## src/rtl/osc_cfg_pkg.sv

```systemverilog
package osc_cfg_pkg;
  localparam int unsigned DATA_W = 32;
  localparam int unsigned ADDR_W = 12;
  localparam int unsigned DEV_W  = 12;
  localparam int unsigned FN_W   = 6;
  localparam int unsigned FN_LSB = 20;
  localparam int unsigned DIR_BIT = 30;
  localparam int unsigned GO_BIT  = 31;

  localparam logic [ADDR_W-1:0] OFF_RTN  = 12'h0A0;
  localparam logic [ADDR_W-1:0] OFF_OUT  = 12'h0A4;
  localparam logic [ADDR_W-1:0] OFF_CTRL = 12'h0A8;
  localparam logic [ADDR_W-1:0] OFF_STAT = 12'h0AC;

  localparam logic [DATA_W-1:0] CTRL_KEEP  = 32'h43F0_0FFF;
  localparam logic [DATA_W-1:0] CTRL_RESET = 32'h0010_0000;
  localparam logic [FN_W-1:0]   FN_OSC     = 6'd1;

  typedef enum logic [2:0] {
    SEL_RTN, SEL_OUT, SEL_CTRL, SEL_STAT, SEL_NONE
  } reg_sel_e;

  function automatic reg_sel_e decode_off(input logic [ADDR_W-1:0] a);
    case (a)
      OFF_RTN:  return SEL_RTN;
      OFF_OUT:  return SEL_OUT;
      OFF_CTRL: return SEL_CTRL;
      OFF_STAT: return SEL_STAT;
      default:  return SEL_NONE;
    endcase
  endfunction
endpackage

```

## src/rtl/osc_cfg_bank.sv

```systemverilog
module osc_cfg_bank
  import osc_cfg_pkg::*;
#(
  parameter int unsigned NUM_OSC = 3,
  parameter logic [NUM_OSC*DATA_W-1:0] OSC_INIT = '0,
  localparam int unsigned IDX_W = (NUM_OSC > 1) ? $clog2(NUM_OSC) : 1
) (
  input  logic                      clk,
  input  logic                      rst,
  input  logic                      we,
  input  logic [IDX_W-1:0]          widx,
  input  logic [DATA_W-1:0]         wdata,
  input  logic [IDX_W-1:0]          ridx,
  output logic [DATA_W-1:0]         rdata,
  output logic [NUM_OSC*DATA_W-1:0] flat
);
  logic [DATA_W-1:0] slot_q [NUM_OSC];

  for (genvar i = 0; i < NUM_OSC; i++) begin : g_slot
    always_ff @(posedge clk) begin
      if (rst) begin
        slot_q[i] <= OSC_INIT[i*DATA_W +: DATA_W];
      end else if (we && (widx == IDX_W'(i))) begin
        slot_q[i] <= wdata;
      end
    end
    assign flat[i*DATA_W +: DATA_W] = slot_q[i];
  end

  always_comb begin
    rdata = '0;
    for (int k = 0; k < NUM_OSC; k++) begin
      if (ridx == IDX_W'(k)) rdata = slot_q[k];
    end
  end
endmodule

```

## src/rtl/osc_cfg_engine.sv

```systemverilog
module osc_cfg_engine
  import osc_cfg_pkg::*;
#(
  parameter int unsigned NUM_OSC = 3,
  localparam int unsigned IDX_W = (NUM_OSC > 1) ? $clog2(NUM_OSC) : 1
) (
  input  logic              clk,
  input  logic              rst,
  input  logic              ctrl_wr,
  input  logic              out_wr,
  input  logic [DATA_W-1:0] wdata,
  input  logic [DATA_W-1:0] bank_rdata,
  output logic              bank_we,
  output logic [IDX_W-1:0]  bank_idx,
  output logic [DATA_W-1:0] ctrl_q,
  output logic [1:0]        stat_q,
  output logic [DATA_W-1:0] rtn_q,
  output logic [DATA_W-1:0] out_q
);
  logic [DEV_W-1:0] dev;
  logic [FN_W-1:0]  fn;
  logic             go, dir_wr, accept;

  always_comb begin
    dev    = wdata[DEV_W-1:0];
    fn     = wdata[FN_LSB +: FN_W];
    go     = wdata[GO_BIT];
    dir_wr = wdata[DIR_BIT];
    accept = (fn == FN_OSC) && (dev < DEV_W'(NUM_OSC));
    bank_idx = accept ? dev[IDX_W-1:0] : '0;
    bank_we  = ctrl_wr && go && dir_wr && accept;
  end

  always_ff @(posedge clk) begin
    if (rst) begin
      ctrl_q <= CTRL_RESET;
      stat_q <= '0;
      rtn_q  <= '0;
      out_q  <= '0;
    end else begin
      if (out_wr) out_q <= wdata;
      if (ctrl_wr) begin
        ctrl_q <= wdata & CTRL_KEEP;
        stat_q <= go ? {~accept, 1'b1} : 2'b00;
        if (go && !dir_wr && accept) rtn_q <= bank_rdata;
      end
    end
  end
endmodule

```

## src/rtl/osc_cfg_port.sv

```systemverilog
module osc_cfg_port
  import osc_cfg_pkg::*;
#(
  parameter int unsigned NUM_OSC = 3,
  parameter logic [NUM_OSC*DATA_W-1:0] OSC_INIT =
    {32'd50_000_000, 32'd24_576_000, 32'd25_000_000}
) (
  input  logic                      clk,
  input  logic                      rst,
  input  logic                      psel,
  input  logic                      penable,
  input  logic                      pwrite,
  input  logic [ADDR_W-1:0]         paddr,
  input  logic [DATA_W-1:0]         pwdata,
  output logic [DATA_W-1:0]         prdata,
  output logic [NUM_OSC*DATA_W-1:0] osc_values
);
  localparam int unsigned IDX_W = (NUM_OSC > 1) ? $clog2(NUM_OSC) : 1;

  reg_sel_e          sel;
  logic              wr_access, rd_setup, ctrl_wr, out_wr, bank_we;
  logic [IDX_W-1:0]  bank_idx;
  logic [DATA_W-1:0] bank_rdata, ctrl_q, rtn_q, out_q, rd_mux;
  logic [1:0]        stat_q;

  assign sel       = decode_off(paddr);
  assign wr_access = psel && penable && pwrite;
  assign rd_setup  = psel && !penable && !pwrite;
  assign ctrl_wr   = wr_access && (sel == SEL_CTRL);
  assign out_wr    = wr_access && (sel == SEL_OUT);

  osc_cfg_engine #(.NUM_OSC(NUM_OSC)) u_engine (
    .clk(clk), .rst(rst), .ctrl_wr(ctrl_wr), .out_wr(out_wr),
    .wdata(pwdata), .bank_rdata(bank_rdata), .bank_we(bank_we),
    .bank_idx(bank_idx), .ctrl_q(ctrl_q), .stat_q(stat_q),
    .rtn_q(rtn_q), .out_q(out_q)
  );

  osc_cfg_bank #(.NUM_OSC(NUM_OSC), .OSC_INIT(OSC_INIT)) u_bank (
    .clk(clk), .rst(rst), .we(bank_we), .widx(bank_idx),
    .wdata(out_q), .ridx(bank_idx), .rdata(bank_rdata),
    .flat(osc_values)
  );

  always_comb begin
    case (sel)
      SEL_RTN:  rd_mux = rtn_q;
      SEL_OUT:  rd_mux = out_q;
      SEL_CTRL: rd_mux = ctrl_q;
      SEL_STAT: rd_mux = {30'd0, stat_q};
      default:  rd_mux = '0;
    endcase
  end

  always_ff @(posedge clk) begin
    if (rst)           prdata <= '0;
    else if (rd_setup) prdata <= rd_mux;
  end
endmodule

```

## config.mk

```make
export PLATFORM = sky130hd
export DESIGN_NAME = osc_cfg_port
export DESIGN_NICKNAME = d
export VERILOG_FILES = /design/src/rtl/osc_cfg_pkg.sv /design/src/rtl/osc_cfg_bank.sv /design/src/rtl/osc_cfg_engine.sv /design/src/rtl/osc_cfg_port.sv
export SDC_FILE = /design/constraint.sdc
export NUM_CORES = 1
export LEC_CHECK = 0
export ABC_AREA = 1
export CORE_ASPECT_RATIO = 0.7
export CORE_UTILIZATION = 35
export DETAILED_ROUTE_END_ITERATION = 16
export DONT_BUFFER_PORTS = 1
export HOLD_SLACK_MARGIN = 0.06
export PLACE_DENSITY_LB_ADDON = 0.12
export RECOVER_POWER = 25
export SLEW_MARGIN = 20
export SYNTH_ARGS = -nofsm -noshare
export SYNTH_HDL_FRONTEND = slang
export SYNTH_SLANG_ARGS = --single-unit
```

## constraint.sdc

```tcl
create_clock -name clk -period 4.05 [get_ports clk]
set_input_delay 0.2025 -clock clk [delete_from_list [all_inputs] [get_ports clk]]
set_output_delay 0.2025 -clock clk [all_outputs]
set_load 0.01 [all_outputs]
```

==> impl_metrics.toml <==
[route]
first_iter_violations = 497
drt-total-wl_um = 30400
wl_per_cell_um = 21.6
drc = 0
ant_nets = 0
dr.pass1.iters = 5
drt-vias-per-instance = 5.39
route.vias.total = 7595

[global_route]
track_usage_pct = 23.2
overflow = 0
antenna_found_initial = 0
grt_pass1_wl_um = 46300
grt_pass1_vias = 7475
grt_max_degree = 75

[floorplanning]
core_um2 = 25000
die_height_um = 136
die_w_um = 194
rows = 48
die_area_um2 = 26400
top_level_ports = 177
initial_core_util_pct = 36.1

[yosys]
ys_ff_latch = 213
yosysSeqAreaShare_pct = 58.0
synth.net_count = 1113
yosysTopAreaCell = "edfxtp_1"
yosys-top-cells-area = "edfxtp_1, dfxtp_1, nand3_1"
synth-edff-count = 96
synth_top_family_by_area = "simple AND/OR/NAND/NOR gates"
synth_compound_area_share_pct = 9.25
syn_inst = 1064
async_flop_share_pct = 0
ys_warn_count = 0
synthXorXnorAreaFrac_pct = 0
syn_area_um2 = 9010
synth_simple_gate_area_share_pct = 27.1
synthAdderAreaFrac_pct = 0
synth_ff_type = "dfxtp_1"
synth_top_area_share_pct = 32.0
synthMuxAreaShare_pct = 0
synth_cell_types = 23
avgSynthCellArea_um2 = 8.47

[sta]
hold_viol_final = 0
setup_violations = 0
min_period_ns = 2.62
timing.final.max_slew_violations = 0
relSlewSlack_pct = 34.2
fmax_mhz = 382
fin_setup_tns_ns = 0
worst_pin_slew_ns = 0.981
skew_ns = 0.00810
rsz0062_at_grt = "no"
finalCritPeriodShare_pct = 64.6

[clock_network]
cts_hold_buf = 39
cts.sinks = 213
post_cts_resized = 0
cts_made_buffers = 22
cts_setup_buffers = 0
htree_levels = 1
cts_buffer_depth = 3
clockRootBuffer = "clkbuf_16"
path_clk_slew_ns = 0.06
cts_tree = "done"
insertion_delay_ns = 0.50

[placed_design]
placed_cell_area_um2 = 9310
place.gp.congestion = 0.843
hpwl_um = 20400
port_buffers = 0

[min_path]
hp-class = "primary input to flop"

[setup_path]
critPathArrivalTime_ns = 2.81
required_ns = 4.24
cp-end-kind = "flop"
critPathLaunchType = "primary input"
path_max_fanout = 13
reg2reg_slack_ns = 2.66
worstSetupPathType = "primary input to flop"

[power]
cellLeakagePower_nw = 3.49
p_per_area_nw_per_um2 = 430
ir_drop_mv = 0.275

[cells_and_area]
multi_input_area_um2 = 3310
fin_nets = 1117
nFillCells = 2541
area_growth_pct = 16.1
finalInstanceArea_um2 = 10500
n_antenna_cell = 0
seqCellArea_um2 = 5230
drive_gt1_share_pct = 6.64

[outcome]
status = "finished, final reports clean"

[run]
cap_violations = 0
==> cell families after synthesis <==
family / after synthesis
simple gates: 555
flops: 213
compound gates: 165
buf+inv: 131
==> metal layers <==
layer  GRT usage [%]  wire length (um)  vias to the layer above
met5               0                 0                        -
met1            30.4             13400                     3703
met4            6.36               747                        0
met3            6.08              2300                       42
li1                -                 -                     3634
met2            38.0             14000                      216
==> cells in the final DEF (no fill, tap or decap), drive strengths merged, types with 33 or more instances in the layout <==
cell type and instances:
edfxtp 96, o21ai 79, nand3 187, nand4 33
nand2 170, a21oi 83, clkbuf 34, dfxtp 117
dlygate4sd3 36, inv 50, nor2 161
==> cell type report <==
type                       count  share of cell area (%)
clock buffer                  34                    6.43
clock inverter                 6                   0.502
inverter                      51                    1.83
multi-input combinational    720                    31.7
sequential                   213                    49.9
tap                          325                    3.89
timing repair buffer          60                    5.76
==> report_power, final <==
part	internal, W	switching [W]
Sequential	0.00226	0.0000329
Clock	0.00121	0.000843
Combinational	0.0000472	0.000108
==> state kept, by name, indices dropped and copies added (netlist names) <==
signal / flops
prdata: 32
u_bank.slot_q: 96
u_engine.ctrl_q: 19
u_engine.out_q: 32
u_engine.rtn_q: 32
u_engine.stat_q: 2
==> cell usage after synthesis (2+ instances only) <==
cell type and number:
a21oi_1 83, buf_1 5, buf_2 14, clkbuf_1 61, dfxtp_1 117, edfxtp_1 96, inv_1 48, inv_2 2
nand2_1 170, nand3_1 185, nand4_1 33, nor2_1 159, nor2_2 2, o211ai_1 2, o21ai_0 79
==> per-stage QoR <==
| stage | power (W) | std cells | hold slack, ns | worst slack (ns) | util [%] |
|---|---|---|---|---|---|
| 6_report | 0.00450 | 1409 | 0.0864 | 1.43 | 41.9 |
| 2_1_floorplan | 0.00241 | 1064 | 0.366 | 1.67 | - |
| 5_1_grt | 0.00463 | 1409 | 0.0982 | 1.21 | 41.9 |
| 3_3_place_gp | 0.00244 | 1330 | 0.280 | 1.21 | 37.3 |
| 3_5_place_dp | 0.00244 | 1330 | 0.283 | 1.16 | 37.3 |
| 4_1_cts | 0.00454 | 1409 | 0.0638 | 1.49 | 41.9 |
==> worst paths after layout <==
kind,depth (start not counted),from,endpoint
min reg2reg,2,u_engine.ctrl_q[23],u_engine.ctrl_q[23]
max,10,pwdata[20],u_bank.slot_q[0][2]
min,4,pwdata[1],u_engine.rtn_q[17]
max reg2reg,5,u_engine.rtn_q[30],prdata[30]
==> critical path, cell delays in order <==
cell           delay, ns
dlygate4sd3_1       0.56
inv_1               0.11
nor2_1              0.10
nand3_1             0.10
nor2_1              0.23
nand3_1             0.16
nor3_4              0.44
nand2_1             0.10
nand2_1             0.47
buf_4               0.34
Power figures use the tool's default switching activity.
